File: src/rtl/gpio_irq_pkg.sv
package gpio_irq_pkg;

  typedef enum logic [1:0] {
    TRIG_HIGH = 2'b00,
    TRIG_LOW  = 2'b01,
    TRIG_RISE = 2'b10,
    TRIG_FALL = 2'b11
  } trig_e;

  // register word indices
  localparam logic [2:0] W_OEN = 3'd0;
  localparam logic [2:0] W_IEN = 3'd1;
  localparam logic [2:0] W_DAT = 3'd2;
  localparam logic [2:0] W_TYH = 3'd3;  // upper-half pins
  localparam logic [2:0] W_TYL = 3'd4;  // lower-half pins
  localparam logic [2:0] W_MSK = 3'd5;
  localparam logic [2:0] W_PND = 3'd6;
  localparam logic [2:0] W_CTL = 3'd7;

  // Trigger field of one pin, chosen from the two type words.
  function automatic trig_e pick_trig(input logic [31:0] lo_word,
                                      input logic [31:0] hi_word,
                                      input int pin, input int half);
    logic [31:0] w;
    int sh;
    w  = (pin < half) ? lo_word : hi_word;
    sh = (pin % half) * 2;
    return trig_e'(w[sh +: 2]);
  endfunction

  // Event condition for one sample, given current and previous level.
  function automatic logic trig_hit(input trig_e t, input logic cur,
                                    input logic prv);
    case (t)
      TRIG_HIGH: return cur;
      TRIG_LOW:  return !cur;
      TRIG_RISE: return cur && !prv;
      default:   return !cur && prv;
    endcase
  endfunction

endpackage

File: src/rtl/gpio_pad_sync.sv
module gpio_pad_sync #(
  parameter int NPINS    = 32,
  parameter int SLOW_DIV = 4
) (
  input  logic             clk,
  input  logic             rst_n,
  input  logic [NPINS-1:0] pad_in,
  input  logic             slow_sel,
  output logic [NPINS-1:0] lvl,
  output logic [NPINS-1:0] prv,
  output logic             strobe
);
  localparam int CW = (SLOW_DIV > 2) ? $clog2(SLOW_DIV) : 1;
  localparam logic [CW-1:0] CMAX = CW'(SLOW_DIV - 1);

  logic [NPINS-1:0] meta;
  logic [CW-1:0]    cnt;

  assign strobe = !slow_sel || (cnt == '0);

  always_ff @(posedge clk) begin
    if (!rst_n) begin
      meta <= '0;
      lvl  <= '0;
      prv  <= '0;
      cnt  <= '0;
    end else begin
      meta <= pad_in;
      lvl  <= meta;
      cnt  <= (cnt == CMAX) ? '0 : cnt + 1'b1;
      if (strobe) prv <= lvl;
    end
  end


  slow_strobe_chk: assert property (@(posedge clk) disable iff (!rst_n)
    (slow_sel && strobe) |=> !strobe || !slow_sel);
endmodule

File: src/rtl/gpio_trig_detect.sv
module gpio_trig_detect
  import gpio_irq_pkg::*;
#(
  parameter int NPINS = 32
) (
  input  logic             clk,
  input  logic             rst_n,
  input  logic [NPINS-1:0] lvl,
  input  logic [NPINS-1:0] prv,
  input  logic             strobe,
  input  logic [NPINS-1:0] is_in,
  input  logic [NPINS-1:0] typ_lo,
  input  logic [NPINS-1:0] typ_hi,
  output logic [NPINS-1:0] evt
);
  localparam int HALF = NPINS / 2;

  for (genvar i = 0; i < NPINS; i++) begin : g_pin
    assign evt[i] = strobe && is_in[i] &&
                    trig_hit(pick_trig(typ_lo, typ_hi, i, HALF), lvl[i], prv[i]);
  end


  non_input_quiet_chk: assert property (@(posedge clk) disable iff (!rst_n)
    (evt & ~is_in) == '0);
endmodule

File: src/rtl/gpio_pend.sv
module gpio_pend #(
  parameter int NPINS = 32
) (
  input  logic             clk,
  input  logic             rst_n,
  input  logic [NPINS-1:0] evt,
  input  logic             clr_we,
  input  logic [NPINS-1:0] clr_data,
  output logic [NPINS-1:0] pend
);
  logic [NPINS-1:0] clr_mask;
  assign clr_mask = clr_we ? clr_data : '0;

  always_ff @(posedge clk) begin
    if (!rst_n) pend <= '0;
    else        pend <= (pend & ~clr_mask) | evt;
  end


  no_spurious_pend_chk: assert property (@(posedge clk) disable iff (!rst_n)
    1'b1 |=> ((pend & ~$past(pend) & ~$past(evt)) == '0));


  w1c_clears_chk: assert property (@(posedge clk) disable iff (!rst_n)
    clr_we |=> ((pend & $past(clr_data & ~evt)) == '0));
endmodule

File: src/rtl/gpio_irq_port.sv
module gpio_irq_port
  import gpio_irq_pkg::*;
#(
  parameter int NPINS    = 32,
  parameter int SLOW_DIV = 4,
  parameter int CTL_IDX  = 0
) (
  input  logic             clk,
  input  logic             rst_n,
  input  logic             bus_we,
  input  logic [2:0]       bus_addr,
  input  logic [NPINS-1:0] bus_wdata,
  output logic [NPINS-1:0] bus_rdata,
  input  logic [NPINS-1:0] pad_in,
  output logic [NPINS-1:0] pad_out,
  output logic [NPINS-1:0] pad_oe,
  output logic             irq
);
  localparam int CB = CTL_IDX * 5;  // control group base bit

  logic [NPINS-1:0] oen, ien, dat, typ_hi, typ_lo, msk;
  logic             ctl_en, ctl_pend, ctl_sel;
  logic [NPINS-1:0] lvl, prv, is_in, evt, pend, pin_lvl, ctl_word;
  logic             strobe, port_evt, ctl_clr;

  assign is_in    = ien & ~oen;
  assign pin_lvl  = (oen & dat) | (is_in & lvl);
  assign port_evt = |(evt & msk);
  assign ctl_clr  = bus_we && (bus_addr == W_CTL) && bus_wdata[CB+1];
  assign pad_oe   = oen;
  assign pad_out  = dat;
  assign irq      = ctl_en && |(pend & msk);

  always_comb begin
    ctl_word         = '0;
    ctl_word[CB]     = ctl_en;
    ctl_word[CB+1]   = ctl_pend;
    ctl_word[CB+2]   = ctl_sel;
  end

  always_comb begin
    case (bus_addr)
      W_OEN:   bus_rdata = oen;
      W_IEN:   bus_rdata = ien;
      W_DAT:   bus_rdata = pin_lvl;
      W_TYH:   bus_rdata = typ_hi;
      W_TYL:   bus_rdata = typ_lo;
      W_MSK:   bus_rdata = msk;
      W_PND:   bus_rdata = pend;
      default: bus_rdata = ctl_word;
    endcase
  end

  always_ff @(posedge clk) begin
    if (!rst_n) begin
      oen <= '0; ien <= '0; dat <= '0;
      typ_hi <= '0; typ_lo <= '0; msk <= '0;
      ctl_en <= 1'b0; ctl_sel <= 1'b0;
    end else if (bus_we) begin
      case (bus_addr)
        W_OEN: oen    <= bus_wdata;
        W_IEN: ien    <= bus_wdata;
        W_DAT: dat    <= bus_wdata;
        W_TYH: typ_hi <= bus_wdata;
        W_TYL: typ_lo <= bus_wdata;
        W_MSK: msk    <= bus_wdata;
        W_CTL: begin
          ctl_en  <= bus_wdata[CB];
          ctl_sel <= bus_wdata[CB+2];
        end
        default: ;
      endcase
    end
  end

  always_ff @(posedge clk) begin
    if (!rst_n) ctl_pend <= 1'b0;
    else        ctl_pend <= (ctl_pend && !ctl_clr) || port_evt;
  end

  gpio_pad_sync #(.NPINS(NPINS), .SLOW_DIV(SLOW_DIV)) u_sync (
    .clk(clk), .rst_n(rst_n), .pad_in(pad_in), .slow_sel(ctl_sel),
    .lvl(lvl), .prv(prv), .strobe(strobe));

  gpio_trig_detect #(.NPINS(NPINS)) u_det (
    .clk(clk), .rst_n(rst_n), .lvl(lvl), .prv(prv), .strobe(strobe),
    .is_in(is_in), .typ_lo(typ_lo), .typ_hi(typ_hi), .evt(evt));

  gpio_pend #(.NPINS(NPINS)) u_pend (
    .clk(clk), .rst_n(rst_n), .evt(evt),
    .clr_we(bus_we && (bus_addr == W_PND)), .clr_data(bus_wdata),
    .pend(pend));


  reset_quiet_chk: assert property (@(posedge clk)
    $rose(rst_n) |-> (!irq && pad_oe == '0 && pend == '0));


  irq_needs_enable_chk: assert property (@(posedge clk) disable iff (!rst_n)
    !ctl_en |-> !irq);


  port_pend_cause_chk: assert property (@(posedge clk) disable iff (!rst_n)
    $rose(ctl_pend) |-> $past(port_evt));
endmodule

File: config.mk
export PLATFORM = sky130hd
export DESIGN_NAME = gpio_irq_port
export DESIGN_NICKNAME = d
export VERILOG_FILES = /design/src/rtl/gpio_irq_pkg.sv /design/src/rtl/gpio_pad_sync.sv /design/src/rtl/gpio_trig_detect.sv /design/src/rtl/gpio_pend.sv /design/src/rtl/gpio_irq_port.sv
export SDC_FILE = /design/constraint.sdc
export NUM_CORES = 1
export LEC_CHECK = 0
export ABC_AREA = 1
export BUFFER_PORTS_ARGS = -buffer_cell sky130_fd_sc_hd__buf_2
export CORE_ASPECT_RATIO = 0.8
export CORE_MARGIN = 2
export CORE_UTILIZATION = 30
export CTS_CLUSTER_SIZE = 10
export DETAILED_ROUTE_END_ITERATION = 10
export REMOVE_ABC_BUFFERS = 1
export SETUP_SLACK_MARGIN = 0.02
export SYNTH_ARGS = -nofsm -noshare
export SYNTH_HDL_FRONTEND = slang
export SYNTH_HIERARCHICAL = 1
export SYNTH_SLANG_ARGS = --single-unit
File: constraint.sdc
create_clock -name clk -period 5.8 [get_ports clk]
set_clock_uncertainty 0.15 [all_clocks]
set_input_delay 0.29 -clock clk [delete_from_list [all_inputs] [get_ports clk]]
set_output_delay 0.29 -clock clk [all_outputs]
set_load 0.005 [all_outputs]
==> flow_summary_export.csv, run 1 <==
group,metric,value,unit
timing,worst_slew_pin_slew,1.203,ns
clock_tree,bufs_on_longest_clock_path,3,
timing,final_period_demand_of_the_worst_path,2.952,ns
clock_tree,clock_tree_root_driver_cell,"clkbuf_16",
final_layout,final_design_area_no_fill,17780,µm²
place,io_buffer_count,166,
detailed_routing,topRoutingLayerUsed,"met4",
worst_setup_path,critical_path.max_fanout,28,
detailed_routing,drt_iter0_drc,1325,
clock_tree,h-tree-depth,2,
outcome,status,"finished clean",
logic_synthesis,avg_synthesized_cell_area,6.683,µm²
clock_tree,cts_buffers,39,
worst_hold_path,worst_hold_path.num_cells,3,
timing,grt_setup_unrepaired,"no",
die,dieWidth,252.9,µm
detailed_routing,routed_wire_per_std_cell,17.73,µm
place,dp_cells,2920,
clock_tree,cts_resized,0,
timing,max_clock_freq,0.3387,GHz
power,report.power.total,5.053,mW
clock_tree,clock_sink_count,325,
logic_synthesis,synth_enable_flop_cells,0,
detailed_routing,via_per_inst,4.893,
logic_synthesis,netlist.area_leader.share,0.4377,
global_routing,grt.total_usage,0.2048,
clock_tree,clkLatencyLatePin,0.53,ns
timing,timing_max_transition_violations_final,0,
logic_synthesis,post_synth_inst_count,2224,
detailed_routing,detailroute.via_count,14840,
die,initial_core_util,0.3055,
die,boundaryPins,167,
final_layout,layout-drive-gt1-share,0.1190,
clock_tree,path_clk_slew,0.06,ns
worst_setup_path,critPathArrivalTime,2.51,ns
logic_synthesis,asyncSetResetFlopFracSynth,0,
die,placement_rows,72,
worst_hold_path,beginning_of_the_worst_hold_path,"bus_wdata[2]",
timing,final_worst_path_setup_slack,2.848,ns
worst_setup_path,crit_path_end_kind,"output port",
logic_synthesis,synth_most_common_cell,"nand2_1",
worst_setup_path,critical_path.reg2reg.startpoint,"u_sync/cnt[0]$_SDFF_PP0_",
detailed_routing,met2_wl,23.87,mm
global_routing,grt_pass1_vias,13840,
worst_setup_path,rr_endpoint,"ctl_pend$_SDFF_PN0_",
timing,fin_crit_sh,0.5090,
logic_synthesis,synth_flop_cell,"dfxtp_1",
timing,tns,0,ns
place,post-dp-hpwl,33.31,mm
worst_setup_path,timing.reg2reg.setup_slack,3.22,ns
logic_synthesis,synth_sequential_area_ratio,0.4377,
timing,slew_headroom,0.1972,
worst_setup_path,crit_type,"input port to output port",
worst_hold_path,min_to,"pad_out[2]$_SDFFE_PN0P_",
detailed_routing,routed_wl,53.79,mm
detailed_routing,total_drc_errors_in_the_routed_layout,0,
logic_synthesis,synthTopCellsByCount,"nand2_1, inv_1, dfxtp_1",
power,powerDensity,284.2,nW/µm²
final_layout,finalNonFillerCells,3033,
worst_setup_path,timing.critical_path.required,5.36,ns
logic_synthesis,synth.lib_cells_used.distinct,25,
detailed_routing,route.antenna.remaining_nets,0,
place,gp_congestion,0.8314,
logic_synthesis,synth_top_area_cell,"dfxtp_1",
die,die_area,51350,µm²
detailed_routing,firstDrtPassIters,5,
final_layout,num-nets-final,2466,
place,dpl-instance-area,16060,µm²
power,vdd.ir_drop.worst,0.2030,mV
die,die_height,203.1,µm
global_routing,grt_pass1_wl,81.19,mm
worst_hold_path,worst_hold_path_type,"input port to register",
logic_synthesis,ys_warn_count,6,
global_routing,grt_max_degree,197,
global_routing,grt_antenna_before_repair,0,
final_layout,syn_to_final_growth,19.61,%
global_routing,grt_remaining_overflow,0,
clock_tree,tritoncts_clock_tree,"built",
timing,finalSetupViolCount,0,
detailed_routing,met3_length,4.296,mm
final_layout,num_antenna_cells,0,
place,dpl_worst_slack,2.704,ns
power,power.static_leakage,7.165,nW
worst_setup_path,reg2reg_depth,14,
die,coreArea,48650,µm²
timing,report.final.hold_viol_count,0,
logic_synthesis,ys_ff_latch,325,
worst_setup_path,setup.worst_path.start_class,"input port",
detailed_routing,metal1_wirelength,24.22,mm
logic_synthesis,post_synth_instance_area,14860,µm²
job,max_cap_violations,0,
final_layout,fill_cells,5190,
logic_synthesis,synth_area_leaders,"dfxtp_1, nand2_1, inv_1",
[repair_timing]
item / in CTS / in global routing
buffers inserted: 0 / 0
hold buffers: 62 / 0
endpoints found under the hold margin: 139 / 0
[layout by cell type, fill, tap and decap left out]
cell and instances:
clkbuf_16 41, a22oi_1 4, buf_2 165, a21boi_0 1
dlygate4sd3_1 62, nand2_2 10, a21oi_2 36, clkbuf_1 6
o21ai_1 23, clkinv_2 1, nand3_1 116, buf_4 10
nand3b_1 1, nand2_1 506, inv_2 12, ha_1 2
o21ai_0 165, a21oi_1 258, nor3b_1 1, buf_12 1
nor2_1 243, o22ai_1 55, nand3_2 1, nor2_4 2
nor2_2 3, inv_1 349, dfxtp_1 325, clkbuf_8 4
nor3_1 1
[final cells by class]
cell class / instances / area [µm²] / share of cell area
tap: 629 / 787.0 / 0.04427
multi-input combinational: 1428 / 6480 / 0.3645
sequential: 325 / 6506 / 0.3660
clock inverter: 1 / 5.005 / 0.0002815
inverter: 361 / 1355 / 0.07622
clock buffer: 50 / 1090 / 0.06130
timing repair buffer: 239 / 1555 / 0.08748
[sequential cells by signal, summed over array words and instances, names as in the netlist]
register / cells
ien: 32
u_sync/cnt: 2
pad_oe: 32
ctl_en: 1
pad_out: 32
typ_lo: 32
u_sync/prv: 32
u_sync/lvl: 32
u_sync/meta: 32
typ_hi: 32
ctl_pend: 1
u_pend/pend: 32
msk: 32
ctl_sel: 1
[per-layer routing]
| layer | global-route usage | up-vias |
|---|---|---|
| met4 | 0.06213 | 0 |
| met5 | 0 | - |
| li1 | - | 7325 |
| met1 | 0.2830 | 6782 |
| met2 | 0.3280 | 642 |
| met3 | 0.03192 | 90 |
[cell families after synthesis]
family          count (synthesis)  share of synthesized area
simple gates                  884                     0.2359
compound gates                542                     0.1971
buf+inv                       471                     0.1276
flops                         325                     0.4377
fa+ha+maj                       2                   0.001683
[per-stage QoR]
step | util | hold WS (ns)
floorplan | - | 0.2335
global placement | 0.3302 | 0.2520
detailed placement | 0.3302 | 0.2494
CTS | 0.3655 | 0.003830
global route | 0.3655 | 0.03662
finish | 0.3655 | 0.01765
[power by group]
part,internal [mW],total [mW],switching (mW)
Sequential,2.31,2.37,0.0587
Clock,1.30,2.22,0.928
Combinational,0.147,0.457,0.310
Total,3.76,5.05,1.30
[worst max-delay path by stage]
| stage | start | end | depth (start not counted) |
|---|---|---|---|
| floorplan | ctl_sel$_SDFFE_PN0N_ | ctl_pend$_SDFF_PN0_ | 13 |
| global placement | bus_addr[0] | ien[30]$_SDFFE_PN0P_ | 9 |
| detailed placement | bus_addr[0] | ien[13]$_SDFFE_PN0P_ | 9 |
| CTS | bus_addr[1] | bus_rdata[12] | 10 |
| global route | bus_addr[1] | bus_rdata[12] | 10 |
| finish | bus_addr[1] | bus_rdata[12] | 10 |
[critical path, cell delays in order]
cell     delay (ns)
buf_2          0.12
inv_1          0.05
nor2_2         0.15
nand2_1        0.44
inv_2          0.82
nand2_1        0.10
o21ai_0        0.13
nor2_1         0.10
nand3_1        0.14
buf_2          0.14
No activity file was read; power rests on OpenSTA's default activity.
==> inputs of run 2 (changes only) <==
--- a/config.mk
+++ b/config.mk
@@ -5,7 +5,7 @@
 export SDC_FILE = /design/constraint.sdc
 export NUM_CORES = 1
 export LEC_CHECK = 0
-export ABC_AREA = 1
+export ABC_AREA = 0
 export BUFFER_PORTS_ARGS = -buffer_cell sky130_fd_sc_hd__buf_2
 export CORE_ASPECT_RATIO = 0.8
 export CORE_MARGIN = 2
==> constraint.sdc (replaced) <==
create_clock -name clk -period 3.1 [get_ports clk]
set_clock_uncertainty 0.15 [all_clocks]
set_input_delay 0.155 -clock clk [delete_from_list [all_inputs] [get_ports clk]]
set_output_delay 0.155 -clock clk [all_outputs]
set_load 0.005 [all_outputs]
==> run 2 against run 1 <==
The flow now finishes with violations (hold timing). Utilization increased by 0.27 points. Critical path depth increased by 1. Combinational power increased by 68%. Non-clock buffer count increased by 41. Routed wire length increased by 7.4%. Synthesized cell count decreased by 22%. Cell count decreased by 13%. Clock-buffer cell count decreased by 4. First-iteration DRC count increased by 11%. Global-route usage increased by 1.1 points.
==> flow_summary_export.csv, run 2 <==
group,metric,value,unit
outcome,status,"complete, but fails checks",
outcome,violations,"hold timing",
detailed_routing,detailroute.via_count,14130,
logic_synthesis,post_synth_inst_count,1739,
logic_synthesis,post_synth_instance_area,15140,µm²
logic_synthesis,synth.lib_cells_used.distinct,57,
worst_setup_path,setup.worst_path.start_class,"register",
logic_synthesis,synth_flop_cell,"dfxtp_1",
timing,slew_headroom,0.2273,
place,dp_cells,2515,
clock_tree,clock_tree_root_driver_cell,"clkbuf_16",
power,swShare,0.2478,
clock_tree,cts_buffers,38,
logic_synthesis,synth_area_leaders,"dfxtp_1, nand2_1, a21boi_0",
logic_synthesis,synth_top_area_cell,"dfxtp_1",
timing,report.final.hold_viol_count,4,
logic_synthesis,asyncSetResetFlopFracSynth,0,
detailed_routing,routed_wire_per_std_cell,22.00,µm
logic_synthesis,synth_most_common_cell,"nand2_1",
detailed_routing,total_drc_errors_in_the_routed_layout,0,
worst_setup_path,crit_path_end_kind,"register",
logic_synthesis,synth_enable_flop_cells,0,
logic_synthesis,synth_sequential_area_ratio,0.4297,
global_routing,grt_max_degree,125,
worst_setup_path,critPathArrivalTime,3.04,ns
timing,timing_max_transition_violations_final,0,
global_routing,grt_pass1_wl,85.04,mm
timing,final_period_demand_of_the_worst_path,2.766,ns
place,io_buffer_count,166,
timing,finalSetupViolCount,0,
final_layout,most_used_cells_in_the_layout_excluding_fill_and_tap_cells,"nand2_1, dfxtp_1, buf_2, a21boi_0, a21boi_1",
global_routing,grt_antenna_before_repair,1,
final_layout,syn_to_final_growth,21.05,%
power,powerDensity,502.7,nW/µm²
worst_setup_path,timing.reg2reg.setup_slack,0.33,ns
worst_setup_path,crit_slowest_cell,"a221oi_1",
timing,grt_setup_unrepaired,"no",
clock_tree,h-tree-depth,2,
worst_setup_path,critical-path-top-cell-by-count,"inv_1",
clock_tree,path_clk_slew,0.06,ns
worst_setup_path,path_buf_inv,3,
power,share_seq_of_total_power,0.478,
global_routing,grt_remaining_overflow,0,
detailed_routing,drt_iter0_drc,1475,
timing,tns,0,ns
detailed_routing,route.antenna.remaining_nets,0,
power,internal_power,6.930,mW
detailed_routing,routed_wl,57.74,mm
timing,worst_slew_pin_slew,1.156,ns
timing,max_clock_freq,0.3615,GHz
place,gp_congestion,0.9299,
clock_tree,clock_sink_count,325,
clock_tree,bufs_on_longest_clock_path,3,
die,initial_core_util,0.3042,
die,boundaryPins,167,
logic_synthesis,ys_warn_count,6,
worst_setup_path,timing.critical_path.required,3.38,ns
power,clkPwrFrac,0.438,
die,coreArea,49780,µm²
worst_setup_path,critical_path.max_fanout,18,
power,power.switching,2.283,mW
timing,fin_crit_sh,0.8924,
worst_setup_path,cp_slowest_stage_delay,0.53,ns
final_layout,num_antenna_cells,0,
die,die_height,204.9,µm
clock_tree,tritoncts_clock_tree,"built",
power,power.static_leakage,6.910,nW
final_layout,final_common_cell,"nand2_1",
die,die_area,52290,µm²
power,vdd.ir_drop.worst,0.2967,mV
job,max_cap_violations,0,
final_layout,num-nets-final,2016,
clock_tree,cts_resized,0,
clock_tree,clkLatencyLatePin,0.53,ns
worst_hold_path,worst_hold_path_type,"input port to register",
global_routing,grt.total_usage,0.2162,
worst_setup_path,timing.critical_path.max_delay_family,"compound AO/OA/AOI/OAI gates",
detailed_routing,via_per_inst,5.383,
logic_synthesis,avg_synthesized_cell_area,8.707,µm²
worst_setup_path,cell_chain_of_the_critical_path,"inv_1 > ha_1 > nor2b_4 > inv_1 > buf_4 > o211ai_1 > a221oi_2 > a22o_1 > a221oi_1 > nand4_1 > o31a_1",
final_layout,finalNonFillerCells,2625,
logic_synthesis,synthTopCellsByCount,"nand2_1, dfxtp_1, a21boi_0",
power,power_frac_comb,0.084,
detailed_routing,firstDrtPassIters,6,
die,placement_rows,73,
logic_synthesis,ys_ff_latch,325,
logic_synthesis,netlist.area_leader.share,0.4297,
place,post-dp-hpwl,39.86,mm
timing,worst_hold_slack_after_final_layout,-0.01519,ns
worst_setup_path,crit_type,"register to register",
die,dieWidth,255.2,µm
final_layout,layout-drive-gt1-share,0.1626,
global_routing,grt_pass1_vias,13280,
run 2: changes by cell type in the layout (fill, tap and decap cells not counted), sizes merged, moves of 48 or more:
cell and change:
inv -315, mux2i +62, and2 +65, a31oi +48
o22ai -52, nand3 -112, a21oi -279, a21boi +191
o21ai -144, nor2 -215
run 2: power by group through the flow:
stage	Combinational, mW	Clock [mW]	Sequential, mW
detailed placement	0.698	0	4.49
finish	0.769	4.04	4.41
global route	0.825	4.27	4.42
floorplan	0.283	0	4.45
CTS	0.762	4.10	4.40
global placement	0.687	0	4.49
run 2: worst paths after layout:
path	startpoint	to	cells past startpoint
setup / recovery	u_sync/cnt[0]$_SDFF_PP0_	ctl_pend$_SDFF_PN0_	11
hold / removal	rst_n	u_sync/prv[30]$_SDFFE_PN0P_	3
setup reg to reg	u_sync/cnt[0]$_SDFF_PP0_	ctl_pend$_SDFF_PN0_	11
hold reg to reg	u_sync/meta[19]$_SDFF_PN0_	u_sync/lvl[19]$_SDFF_PN0_	1
run 2: layer usage:
| layer | wire length [µm] | vias to the layer above | global-route usage |
|---|---|---|---|
| met4 | 1823 | 0 | 0.07289 |
| met1 | 25930 | 6895 | 0.3045 |
| met2 | 24780 | 653 | 0.3244 |
| met3 | 5206 | 110 | 0.04790 |
| met5 | 0 | - | 0 |
| li1 | - | 6473 | - |
run 2: timing repair:
item,in CTS,in global routing
hold buffers,64,0
setup buffers,0,0
endpoints found under the hold margin,258,0
run 2: through the flow:
step	hold slack, ns	cell area [µm²]	utilization	setup slack, ns	power, mW
after floorplan	0.1123	14500	-	-2.136	4.731
after global placement	0.2120	16640	0.3343	0.4941	5.177
after detailed placement	0.2143	16640	0.3343	0.4146	5.190
after CTS	0.01487	18330	0.3682	0.3975	9.260
after global routing	0.05373	18330	0.3682	0.2033	9.509
final	-0.01519	18330	0.3682	0.3337	9.213
run 2: layout make-up:
type / count / area [µm²]
flip-flops and latches: 325 / 6506
fillers: 5077 / 31450
well taps: 675 / 844.6
multi-input cells: 1253 / 7848
repair buffers: 280 / 1912
inverters: 46 / 172.7
clock buffers: 46 / 1045
run 2: worst reg2reg max path: stages (launching register included):
cell and delay (ns):
dfxtp_1 0.36, inv_1 0.05, ha_1 0.22, nor2b_4 0.12, inv_1 0.06, buf_4 0.23, o211ai_1 0.17, a221oi_2 0.08
a22o_1 0.25, a221oi_1 0.53, nand4_1 0.18, o31a_1 0.27
run 2: cells by family after synthesis:
group | after synthesis | synth area share
buf+inv | 161 | 0.05347
compound gates | 485 | 0.2494
simple gates | 654 | 0.1875
flops | 325 | 0.4297
xor+xnor | 31 | 0.01793
fa+ha+maj | 2 | 0.001652
mux | 81 | 0.06033
